<file path="config.mk">
export PLATFORM = sky130hd
export DESIGN_NAME = uart_os_receiver
export DESIGN_NICKNAME = d
export VERILOG_FILES = /design/src/rtl/uart_rx_pkg.sv /design/src/rtl/rx_line_sync.sv /design/src/rtl/rx_bit_sequencer.sv /design/src/rtl/rx_char_assembler.sv /design/src/rtl/uart_os_receiver.sv
export SDC_FILE = /design/constraint.sdc
export NUM_CORES = 1
export LEC_CHECK = 0
export ABC_AREA = 1
export BUFFER_PORTS_ARGS = -buffer_cell sky130_fd_sc_hd__buf_2
export CELL_PAD_IN_SITES_DETAIL_PLACEMENT = 1
export CELL_PAD_IN_SITES_GLOBAL_PLACEMENT = 1
export CORE_AREA = 10 10 75 77
export CTS_CLUSTER_DIAMETER = 120
export DETAILED_ROUTE_END_ITERATION = 10
export DIE_AREA = 0 0 85 87
export GPL_TIMING_DRIVEN = 0
export PLACE_DENSITY_LB_ADDON = 0.25
export SKIP_CTS_REPAIR_TIMING = 1
export SLEW_MARGIN = 10
export SYNTH_ARGS = -nofsm -noshare
export SYNTH_HDL_FRONTEND = slang
export SYNTH_SLANG_ARGS = --single-unit
</file>
<file path="constraint.sdc">
create_clock -name clk -period 2.63 [get_ports clk]
set_clock_uncertainty 0.1 [all_clocks]
set_input_delay 0.263 -clock clk [delete_from_list [all_inputs] [get_ports clk]]
set_output_delay 0.263 -clock clk [all_outputs]
set_load 0.02 [all_outputs]
</file>
<file path="src/rtl/uart_rx_pkg.sv">
package uart_rx_pkg;

    typedef enum logic [2:0] {
        ST_IDLE,
        ST_START,
        ST_DATA,
        ST_PARITY,
        ST_STOP,
        ST_REARM
    } rx_state_e;

    typedef enum logic [1:0] {
        SLOT_DATA,
        SLOT_PARITY,
        SLOT_STOP
    } slot_kind_e;

    // One centre sample handed from the sequencer to the assembler
    typedef struct packed {
        logic       valid;
        slot_kind_e kind;
        logic       level;
    } bit_slot_t;

    typedef struct packed {
        logic good;
        logic frame_bad;
        logic parity_bad;
    } frame_verdict_t;

    // Even parity when odd_sel=0: data ones plus the parity bit must be even
    function automatic logic parity_matches(input logic data_xor,
                                            input logic par_bit,
                                            input logic odd_sel);
        return (data_xor ^ par_bit) == odd_sel;
    endfunction

endpackage

</file>
<file path="src/rtl/rx_line_sync.sv">
module rx_line_sync #(
    parameter int STAGES = 2
) (
    input  logic clk,
    input  logic rst,
    input  logic din,
    output logic dout
);
    logic [STAGES-1:0] chain_q;

    always_ff @(posedge clk) begin
        if (rst) begin
            chain_q <= '1;
        end else begin
            chain_q <= {chain_q[STAGES-2:0], din};
        end
    end

    assign dout = chain_q[STAGES-1];
endmodule

</file>
<file path="src/rtl/rx_bit_sequencer.sv">
module rx_bit_sequencer
    import uart_rx_pkg::*;
#(
    parameter int OVERSAMPLE = 16,
    parameter int DATA_BITS  = 8
) (
    input  logic      clk,
    input  logic      rst,
    input  logic      enable,
    input  logic      tick,
    input  logic      line,
    input  logic      parity_en,
    output bit_slot_t slot
);
    localparam int CNT_W = $clog2(OVERSAMPLE);
    localparam int IDX_W = (DATA_BITS > 1) ? $clog2(DATA_BITS) : 1;
    localparam logic [CNT_W-1:0] HALF_LAST = CNT_W'(OVERSAMPLE / 2 - 1);
    localparam logic [CNT_W-1:0] FULL_LAST = CNT_W'(OVERSAMPLE - 1);
    localparam logic [IDX_W-1:0] LAST_IDX  = IDX_W'(DATA_BITS - 1);

    rx_state_e        state_q;
    logic [CNT_W-1:0] cnt_q;
    logic [IDX_W-1:0] idx_q;
    logic             prev_q;
    bit_slot_t        slot_q;

    always_ff @(posedge clk) begin
        if (rst) begin
            state_q <= ST_IDLE;
            cnt_q   <= '0;
            idx_q   <= '0;
            prev_q  <= 1'b1;
            slot_q  <= '0;
        end else begin
            slot_q.valid <= 1'b0;
            // the previous-level register follows the line even while disabled,
            // so a line already low never looks like a new edge
            if (tick) begin
                prev_q <= line;
            end
            if (!enable) begin
                state_q <= ST_IDLE;
                cnt_q   <= '0;
            end else if (tick) begin
                unique case (state_q)
                    ST_IDLE: begin
                        cnt_q <= '0;
                        if (prev_q && !line) begin
                            state_q <= ST_START;
                        end
                    end
                    ST_START: begin
                        if (cnt_q == HALF_LAST) begin
                            cnt_q <= '0;
                            idx_q <= '0;
                            state_q <= line ? ST_IDLE : ST_DATA;
                        end else begin
                            cnt_q <= cnt_q + 1'b1;
                        end
                    end
                    ST_DATA: begin
                        if (cnt_q == FULL_LAST) begin
                            cnt_q        <= '0;
                            slot_q.valid <= 1'b1;
                            slot_q.kind  <= SLOT_DATA;
                            slot_q.level <= line;
                            if (idx_q == LAST_IDX) begin
                                state_q <= parity_en ? ST_PARITY : ST_STOP;
                            end else begin
                                idx_q <= idx_q + 1'b1;
                            end
                        end else begin
                            cnt_q <= cnt_q + 1'b1;
                        end
                    end
                    ST_PARITY: begin
                        if (cnt_q == FULL_LAST) begin
                            cnt_q        <= '0;
                            slot_q.valid <= 1'b1;
                            slot_q.kind  <= SLOT_PARITY;
                            slot_q.level <= line;
                            state_q      <= ST_STOP;
                        end else begin
                            cnt_q <= cnt_q + 1'b1;
                        end
                    end
                    ST_STOP: begin
                        if (cnt_q == FULL_LAST) begin
                            cnt_q        <= '0;
                            slot_q.valid <= 1'b1;
                            slot_q.kind  <= SLOT_STOP;
                            slot_q.level <= line;
                            state_q      <= line ? ST_IDLE : ST_REARM;
                        end else begin
                            cnt_q <= cnt_q + 1'b1;
                        end
                    end
                    ST_REARM: begin
                        // a line still low one bit after a failed stop is framed
                        // as the centre of the next start bit
                        if (line) begin
                            state_q <= ST_IDLE;
                            cnt_q   <= '0;
                        end else if (cnt_q == FULL_LAST) begin
                            cnt_q   <= '0;
                            idx_q   <= '0;
                            state_q <= ST_DATA;
                        end else begin
                            cnt_q <= cnt_q + 1'b1;
                        end
                    end
                    default: begin
                        state_q <= ST_IDLE;
                        cnt_q   <= '0;
                    end
                endcase
            end
        end
    end

    assign slot = slot_q;
endmodule

</file>
<file path="src/rtl/rx_char_assembler.sv">
module rx_char_assembler
    import uart_rx_pkg::*;
#(
    parameter int DATA_BITS = 8
) (
    input  logic                 clk,
    input  logic                 rst,
    input  logic                 enable,
    input  bit_slot_t            slot,
    input  logic                 parity_en,
    input  logic                 parity_odd,
    output logic                 byte_valid,
    output logic [DATA_BITS-1:0] byte_data,
    output logic                 frame_err,
    output logic                 parity_err
);
    logic [DATA_BITS-1:0] shift_q;
    logic                 par_q;
    logic [DATA_BITS-1:0] data_q;
    logic                 valid_q, fe_q, pe_q;
    frame_verdict_t       verdict;
    logic                 stop_slot;

    assign stop_slot = slot.valid && (slot.kind == SLOT_STOP) && enable;

    always_comb begin
        verdict.frame_bad  = !slot.level;
        verdict.parity_bad = parity_en && !parity_matches(^shift_q, par_q, parity_odd);
        verdict.good       = !verdict.frame_bad && !verdict.parity_bad;
    end

    always_ff @(posedge clk) begin
        if (rst) begin
            shift_q <= '0;
            par_q   <= 1'b0;
            data_q  <= '0;
            valid_q <= 1'b0;
            fe_q    <= 1'b0;
            pe_q    <= 1'b0;
        end else begin
            valid_q <= 1'b0;
            fe_q    <= 1'b0;
            pe_q    <= 1'b0;
            if (slot.valid && slot.kind == SLOT_DATA) begin
                shift_q <= {slot.level, shift_q[DATA_BITS-1:1]};
            end
            if (slot.valid && slot.kind == SLOT_PARITY) begin
                par_q <= slot.level;
            end
            if (stop_slot) begin
                valid_q <= verdict.good;
                fe_q    <= verdict.frame_bad;
                pe_q    <= verdict.parity_bad;
                if (verdict.good) begin
                    data_q <= shift_q;
                end
            end
        end
    end

    assign byte_valid = valid_q;
    assign byte_data  = data_q;
    assign frame_err  = fe_q;
    assign parity_err = pe_q;
endmodule

</file>
<file path="src/rtl/uart_os_receiver.sv">
module uart_os_receiver
    import uart_rx_pkg::*;
#(
    parameter int OVERSAMPLE  = 16,
    parameter int DATA_BITS   = 8,
    parameter int SYNC_STAGES = 2
) (
    input  logic                 clk,
    input  logic                 rst,
    input  logic                 rx_enable,
    input  logic                 os_tick,
    input  logic                 parity_en,
    input  logic                 parity_odd,
    input  logic                 rx_serial,
    output logic                 byte_valid,
    output logic [DATA_BITS-1:0] byte_data,
    output logic                 frame_err,
    output logic                 parity_err
);
    logic      line_s;
    bit_slot_t slot;

    rx_line_sync #(.STAGES(SYNC_STAGES)) i_sync (
        .clk  (clk),
        .rst  (rst),
        .din  (rx_serial),
        .dout (line_s)
    );

    rx_bit_sequencer #(.OVERSAMPLE(OVERSAMPLE), .DATA_BITS(DATA_BITS)) i_seq (
        .clk       (clk),
        .rst       (rst),
        .enable    (rx_enable),
        .tick      (os_tick),
        .line      (line_s),
        .parity_en (parity_en),
        .slot      (slot)
    );

    rx_char_assembler #(.DATA_BITS(DATA_BITS)) i_asm (
        .clk        (clk),
        .rst        (rst),
        .enable     (rx_enable),
        .slot       (slot),
        .parity_en  (parity_en),
        .parity_odd (parity_odd),
        .byte_valid (byte_valid),
        .byte_data  (byte_data),
        .frame_err  (frame_err),
        .parity_err (parity_err)
    );
endmodule

</file>
==> results of run 1 <==
==> stage by stage <==
step | area [µm²] | std cells | power, mW
floorplan | 1838 | 260 | 0.6324
global placement | 1988 | 329 | 0.6539
detailed placement | 1988 | 329 | 0.6555
CTS | 2085 | 337 | 1.079
global route | 2085 | 337 | 1.108
finish | 2085 | 337 | 1.065
==> synthesized netlist by cell type, types with 2 or more instances <==
cell      count  area (µm²)
inv_2         3       11.26
inv_1        28       105.1
nand2_2       4       25.02
o21ai_0      10       50.05
dfxtp_1      37       740.7
a21oi_1      16       80.08
ha_1          3       37.54
a21oi_2       8       70.07
nand2_1      60       225.2
nor2_1       42       157.7
o21ai_1       3       15.01
a22oi_1       2       15.01
clkbuf_1      3       11.26
nand4_1       3       18.77
xor2_1        2       17.52
or2_2         4       25.02
nand3_1      13       65.06
nor2_2        2       12.51
==> sequential cells by signal, indices dropped and copies added, names as in the netlist, 2 cells and up <==
register         cells
i_seq.slot           4
i_asm.byte_data      8
i_seq.state_q        3
i_asm.shift_q        8
i_sync.chain_q       2
i_seq.cnt_q          4
i_seq.idx_q          3
==> cell families (layout without fill, tap and decap cells) <==
group | after synthesis | count (layout)
buffers and inverters | 37 | 62
AOI/OAI and AO/OA | 46 | 46
xor gates and xnor gates | 2 | 2
adders and majority gates | 3 | 3
and+or+nand+nor | 135 | 135
DFF | 37 | 37
==> critical path: cells and delay by family (launching register included) <==
kind / cells / cell delay [ns]
AO/OA/AOI/OAI: 1 / 0.08
flip-flops: 1 / 0.37
buffers and inverters: 1 / 0.11
AND/OR/NAND/NOR: 7 / 0.79
adder cells (fa/ha/maj): 1 / 0.18
==> metal layers <==
layer	global-route usage (%)	wire length, µm
met2	22.96	2401
met1	13.02	1930
met3	3.745	156
met5	0	0
met4	5.240	89
==> power groups by stage <==
stage,logic [mW],registers (mW),clock network [mW]
global placement,0.0730,0.581,0
finish,0.0746,0.568,0.423
detailed placement,0.0748,0.581,0
CTS,0.0757,0.568,0.435
global route,0.0849,0.568,0.455
floorplan,0.0525,0.580,0
==> worst max-delay path by stage <==
stage	startpoint	slack, ns	cells after the start	to
floorplan	i_seq.cnt_q[0]	1.16	10	i_seq.state_q[0]
global placement	i_seq.cnt_q[0]	0.90	10	i_seq.state_q[1]
detailed placement	i_seq.cnt_q[0]	0.90	10	i_seq.state_q[1]
CTS	i_seq.cnt_q[0]	0.88	10	i_seq.state_q[1]
global route	i_seq.cnt_q[0]	0.71	10	i_seq.state_q[2]
finish	i_seq.cnt_q[0]	0.89	10	i_seq.state_q[1]
==> final cells by class <==
type | count | share of cell area (%)
inverter | 32 | 5.822
sequential | 37 | 35.53
multi-input combinational | 186 | 45.50
clock buffer | 6 | 3.962
buffer | 5 | 1.321
clock inverter | 2 | 0.6603
tap | 52 | 3.121
timing repair buffer | 17 | 4.082
==> flow_summary.toml, run 1 <==
[critical_path]
cp_max_fo = 6
slowest_delay_ns = 0.37
cp_slowest_cell = "dfxtp_1"
cp.arrival_ns = 1.84
rrSetupSlack_ns = 0.89
cp-start-kind = "flop"
reg2reg_to = "i_seq.state_q[1]"
worstPathRequired_ns = 2.72
crit_chain = "ha_1 -> nand2_1 -> nor2_1 -> inv_1 -> o21ai_2 -> nand2_2 -> nor3_4 -> nand2_1 -> nand2_1 -> nor2_1"
timing.rr.start = "i_seq.cnt_q[0]"
critPathMostFrequentCell = "nand2_1"
r2r_cells = 10
crit_type = "reg -> reg"
worst_setup_path_end_kind = "flop"

[floorplanning]
design.die.area_um2 = 7395
die_w_um = 85
core_um2 = 4234
start_util_pct = 43.41
std_cell_rows = 24
ioPinCount = 18
die_y_um = 87

[grt]
grt_max_degree = 13
grt_pass1_wl_um = 7638
grt_pass1_vias = 1744
antenna_found_initial = 0
grt_use_total_pct = 12.56
gr-total-overflow = 0

[pwr]
sw_frac_of_total_pct = 24.77
comb_power_share_pct = 7.0
leakage_nw = 0.9300
peakVddDrop_mv = 0.2283
power_switching_mw = 0.2637
clkPwrFrac_pct = 39.7
p_seq_share_pct = 53.3
p_int_mw = 0.8012
p_per_area_nw_per_um2 = 510.9

[logic_synthesis]
synth_compound_area_share_pct = 15.66
ys.flop_type = "dfxtp_1"
netlist_area_um2 = 1838
synth-async-reset-ratio_pct = 0
synth_top_family_by_area = "simple AND/OR/NAND/NOR gates"
ys_warn_count = 0
synth_xor_area_share_pct = 0.9530
synthMuxAreaShare_pct = 0
synth-seq-cells = 37
synth_fa_ha_area_share_pct = 2.042
synth-simple-area-share_pct = 32.95
synthCells = 260
ys_types = 35
synth_nets = 270
ys_seq_area_share_pct = 40.30
syn_avg_cell_area_um2 = 7.069
synth_edf_count = 0

[sta]
rsz0062_at_grt = "no"
fin_crit_sh_pct = 66.30
fin_hold_ws_ns = 0.05500
finalHoldViolations = 0
report.final.slew_viol_count = 0
slew_headroom_pct = 70.57
worstMarginPinSlew_ns = 0.4415
tns_ns = 0
setup_viol = 0
fin_ws_ns = 0.8863
fin_crit_ns = 1.744
max_freq_ghz = 0.5735

[routing]
dr.pass1.iters = 4
viasPerCell = 5.050
wire_per_inst_um = 13.58
postRouteAntennaNets = 0
drc = 0
wirelength_um = 4577
drtIter0Drc = 56
vias = 1702

[flow_run]
maxCapViolCount = 0

[place]
pre_cts_ws_ns = 0.9026
port_buffers = 17
hpwlAfterDp_um = 3542
place_congestion = 0.8860

[clocking]
htree_levels = 2
clk_latency_ns = 0.29
cts.root.buffer_cell = "clkbuf_8"
cts_tree = "yes"
clk_path_buf_depth = 2
clock_sinks = 37
numCtsBuffers = 5
cts.clk_slew.worst_paths_ns = 0.08

[cells_and_area]
ff_latch_area_um2 = 740.7
fin_util_pct = 49.23
fill_cells = 571
multi_input_area_um2 = 948.4
layout_common_cells = "nand2_1 (60), nor2_1 (42), dfxtp_1 (37)"
drive_gt1_share_pct = 19.30
syn_to_final_growth_pct = 13.41
final_common_cell = "nand2_1"
final_nets = 294
antenna_cells = 0

[worst_hold_path]
worst_hold_path.endpoint = "i_sync.chain_q[0]"
holdPathStages = 2
min-delay-start = "rx_serial"
hold_class = "in -> reg"

[status]
outcome = "complete, no violations"
No activity file was read; power rests on OpenSTA's default activity.
==> inputs of run 2 (changes only) <==
--- a/config.mk
+++ b/config.mk
@@ -5,7 +5,7 @@
 export SDC_FILE = /design/constraint.sdc
 export NUM_CORES = 1
 export LEC_CHECK = 0
-export ABC_AREA = 1
+export ABC_AREA = 0
 export BUFFER_PORTS_ARGS = -buffer_cell sky130_fd_sc_hd__buf_2
 export CELL_PAD_IN_SITES_DETAIL_PLACEMENT = 1
 export CELL_PAD_IN_SITES_GLOBAL_PLACEMENT = 1
==> constraint.sdc (replaced) <==
create_clock -name clk -period 1.71 [get_ports clk]
set_clock_uncertainty 0.1 [all_clocks]
set_input_delay 0.171 -clock clk [delete_from_list [all_inputs] [get_ports clk]]
set_output_delay 0.171 -clock clk [all_outputs]
set_load 0.02 [all_outputs]
==> flow_summary.toml, run 2 <==
[logic_synthesis]
synth_common_cells = "dfxtp_1 (37), nand2b_1 (20), mux2i_1 (19)"
synth_xor_area_share_pct = 5.189
synth_most_common_cell = "dfxtp_1"
ys_types = 43
netlist_area_um2 = 1784
ys.flop_type = "dfxtp_1"
synthMuxAreaShare_pct = 10.66
ys_warn_count = 0
yosysTopAreaCell = "dfxtp_1"
synth_area_leaders = "dfxtp_1 (42%), mux2i_1 (11%), nand2b_1 (7.0%)"
synth_nets = 208
synth_top_family_by_area = "simple AND/OR/NAND/NOR gates"
synth_top_cell_area_share_pct = 41.51
ys_seq_area_share_pct = 41.51
synth-simple-area-share_pct = 24.12
synth-seq-cells = 37
synthCells = 198
synth_compound_area_share_pct = 13.25
syn_avg_cell_area_um2 = 9.011
synth_fa_ha_area_share_pct = 2.104
synth_edf_count = 0
synth-async-reset-ratio_pct = 0

[clocking]
clock_sinks = 37
clk_latency_ns = 0.29
cts_tree = "yes"
numCtsBuffers = 5
cts.root.buffer_cell = "clkbuf_8"
cts.clk_slew.worst_paths_ns = 0.07
htree_levels = 2
clk_path_buf_depth = 2

[sta]
max_freq_ghz = 0.4480
report.final.slew_viol_count = 0
fin_ws_ns = -0.5219
fin_crit_ns = 2.232
finalHoldViolations = 0
slew_headroom_pct = 67.66
fin_crit_sh_pct = 130.5
worstMarginPinSlew_ns = 0.4851
rsz0062_at_grt = "yes"
setup_viol = 15
fin_hold_ws_ns = 0.09252

[floorplanning]
die_y_um = 87
core_um2 = 4234
ioPinCount = 18
design.die.area_um2 = 7395
start_util_pct = 42.14
std_cell_rows = 24
die_w_um = 85

[critical_path]
crit_chain = "ha_4 -> ha_4 -> or4b_4 -> a21oi_2 -> o211ai_2 -> or4_1 -> a21oi_1"
worst_setup_path_end_kind = "flop"
slowest_delay_ns = 0.50
cp_max_fo = 5
cp_slowest_cell = "or4_1"
cp.arrival_ns = 2.34
crit_type = "reg -> reg"
rrSetupSlack_ns = -0.52
worstPathRequired_ns = 1.82
critPathMostFrequentCell = "ha_4"
cp-start-kind = "flop"

[cells_and_area]
final_nets = 239
antenna_cells = 0
drive_gt1_share_pct = 28.38
fin_util_pct = 52.13
multi_input_area_um2 = 1092
layout_common_cells = "dfxtp_1 (29), nand2b_1 (20), mux2i_1 (19)"
final_common_cell = "dfxtp_1"
ff_latch_area_um2 = 753.2
fill_cells = 499
syn_to_final_growth_pct = 23.70

[pwr]
comb_power_share_pct = 4.9
p_seq_share_pct = 55.5
leakage_nw = 0.7735
clkPwrFrac_pct = 39.6
p_int_mw = 1.216
finalPower_mw = 1.567
peakVddDrop_mv = 0.5317
p_per_area_nw_per_um2 = 710.0
sw_frac_of_total_pct = 22.39
power_switching_mw = 0.3509

[routing]
dr.pass1.iters = 4
drc = 0
vias = 1532
postRouteAntennaNets = 0
wirelength_um = 4819
wire_per_inst_um = 17.15
viasPerCell = 5.452
drtIter0Drc = 71

[grt]
grt_pass1_wl_um = 7548
antenna_found_initial = 0
gr-total-overflow = 0
grt_pass1_vias = 1598
grt_max_degree = 12
grt_use_total_pct = 12.33

[place]
place_congestion = 0.7957
pre_cts_ws_ns = -0.5603
hpwlAfterDp_um = 3365
port_buffers = 16

[flow_run]
maxCapViolCount = 0

[status]
outcome = "complete, but fails checks"
violations = "negative setup slack"

[worst_hold_path]
hold_class = "in -> reg"
-- run 2: through the flow --
stage	TNS [ns]	instances	instance area [µm²]
final	-3.481	281	2207
after global routing	-4.278	281	2207
after CTS	-4.304	273	2061
after detailed placement	-3.771	266	1971
after global placement	-2.837	266	1971
after floorplan	-0.7957	198	1826
-- run 2: metal layers --
metal | share of wire [%] | up-vias | routed length [µm] | global-route usage (%)
li1 | - | 745 | - | -
met1 | 40 | 761 | 1915 | 12.20
met2 | 56 | 14 | 2711 | 23.84
met3 | 1.7 | 12 | 80 | 2.528
met4 | 2.3 | 0 | 112 | 5.689
met5 | 0 | - | 0 | 0
-- run 2: cell families (layout without fill, tap and decap cells) --
group	after synthesis	count (layout)
adder cells (fa/ha/maj)	3	3
AND/OR/NAND/NOR	79	79
multiplexers	19	19
AO/OA/AOI/OAI	37	37
flip-flops	37	37
buffers and inverters	14	45
XOR/XNOR	9	9
-- run 2: path summary, 6_finish.rpt --
| kind | start | end | depth (start not counted) |
|---|---|---|---|
| max | i_seq.idx_q[1] | i_seq.idx_q[0] | 7 |
| min | parity_en | i_asm.parity_err | 3 |
| max reg2reg | i_seq.idx_q[1] | i_seq.idx_q[0] | 7 |
| min reg2reg | i_sync.chain_q[0] | i_sync.chain_q[1] | 1 |
-- run 2: layout make-up --
class                           count  share of cell area, %
Tap cell                           52                  2.948
Clock inverter                      1                 0.3401
Sequential cell                    37                  34.13
Clock buffer                        6                  3.741
Multi-Input combinational cell    147                  49.49
Buffer                             10                  2.211
Inverter                            4                 0.6803
Timing Repair Buffer               24                  6.463
-- run 2: power by group through the flow --
stage / sequential (mW) / clock (mW) / combinational, mW
finish: 0.870 / 0.620 / 0.0771
global route: 0.870 / 0.667 / 0.0836
CTS: 0.871 / 0.629 / 0.0676
detailed placement: 0.891 / 0 / 0.0666
global placement: 0.891 / 0 / 0.0646
floorplan: 0.890 / 0 / 0.0431
-- run 2: worst max-delay path, delay by kind of cell, from the launching register on --
family	cells	cell delay (ns)
AO/OA/AOI/OAI	3	0.42
adder cells (fa/ha/maj)	2	0.31
flip-flops	1	0.34
AND/OR/NAND/NOR	2	0.98
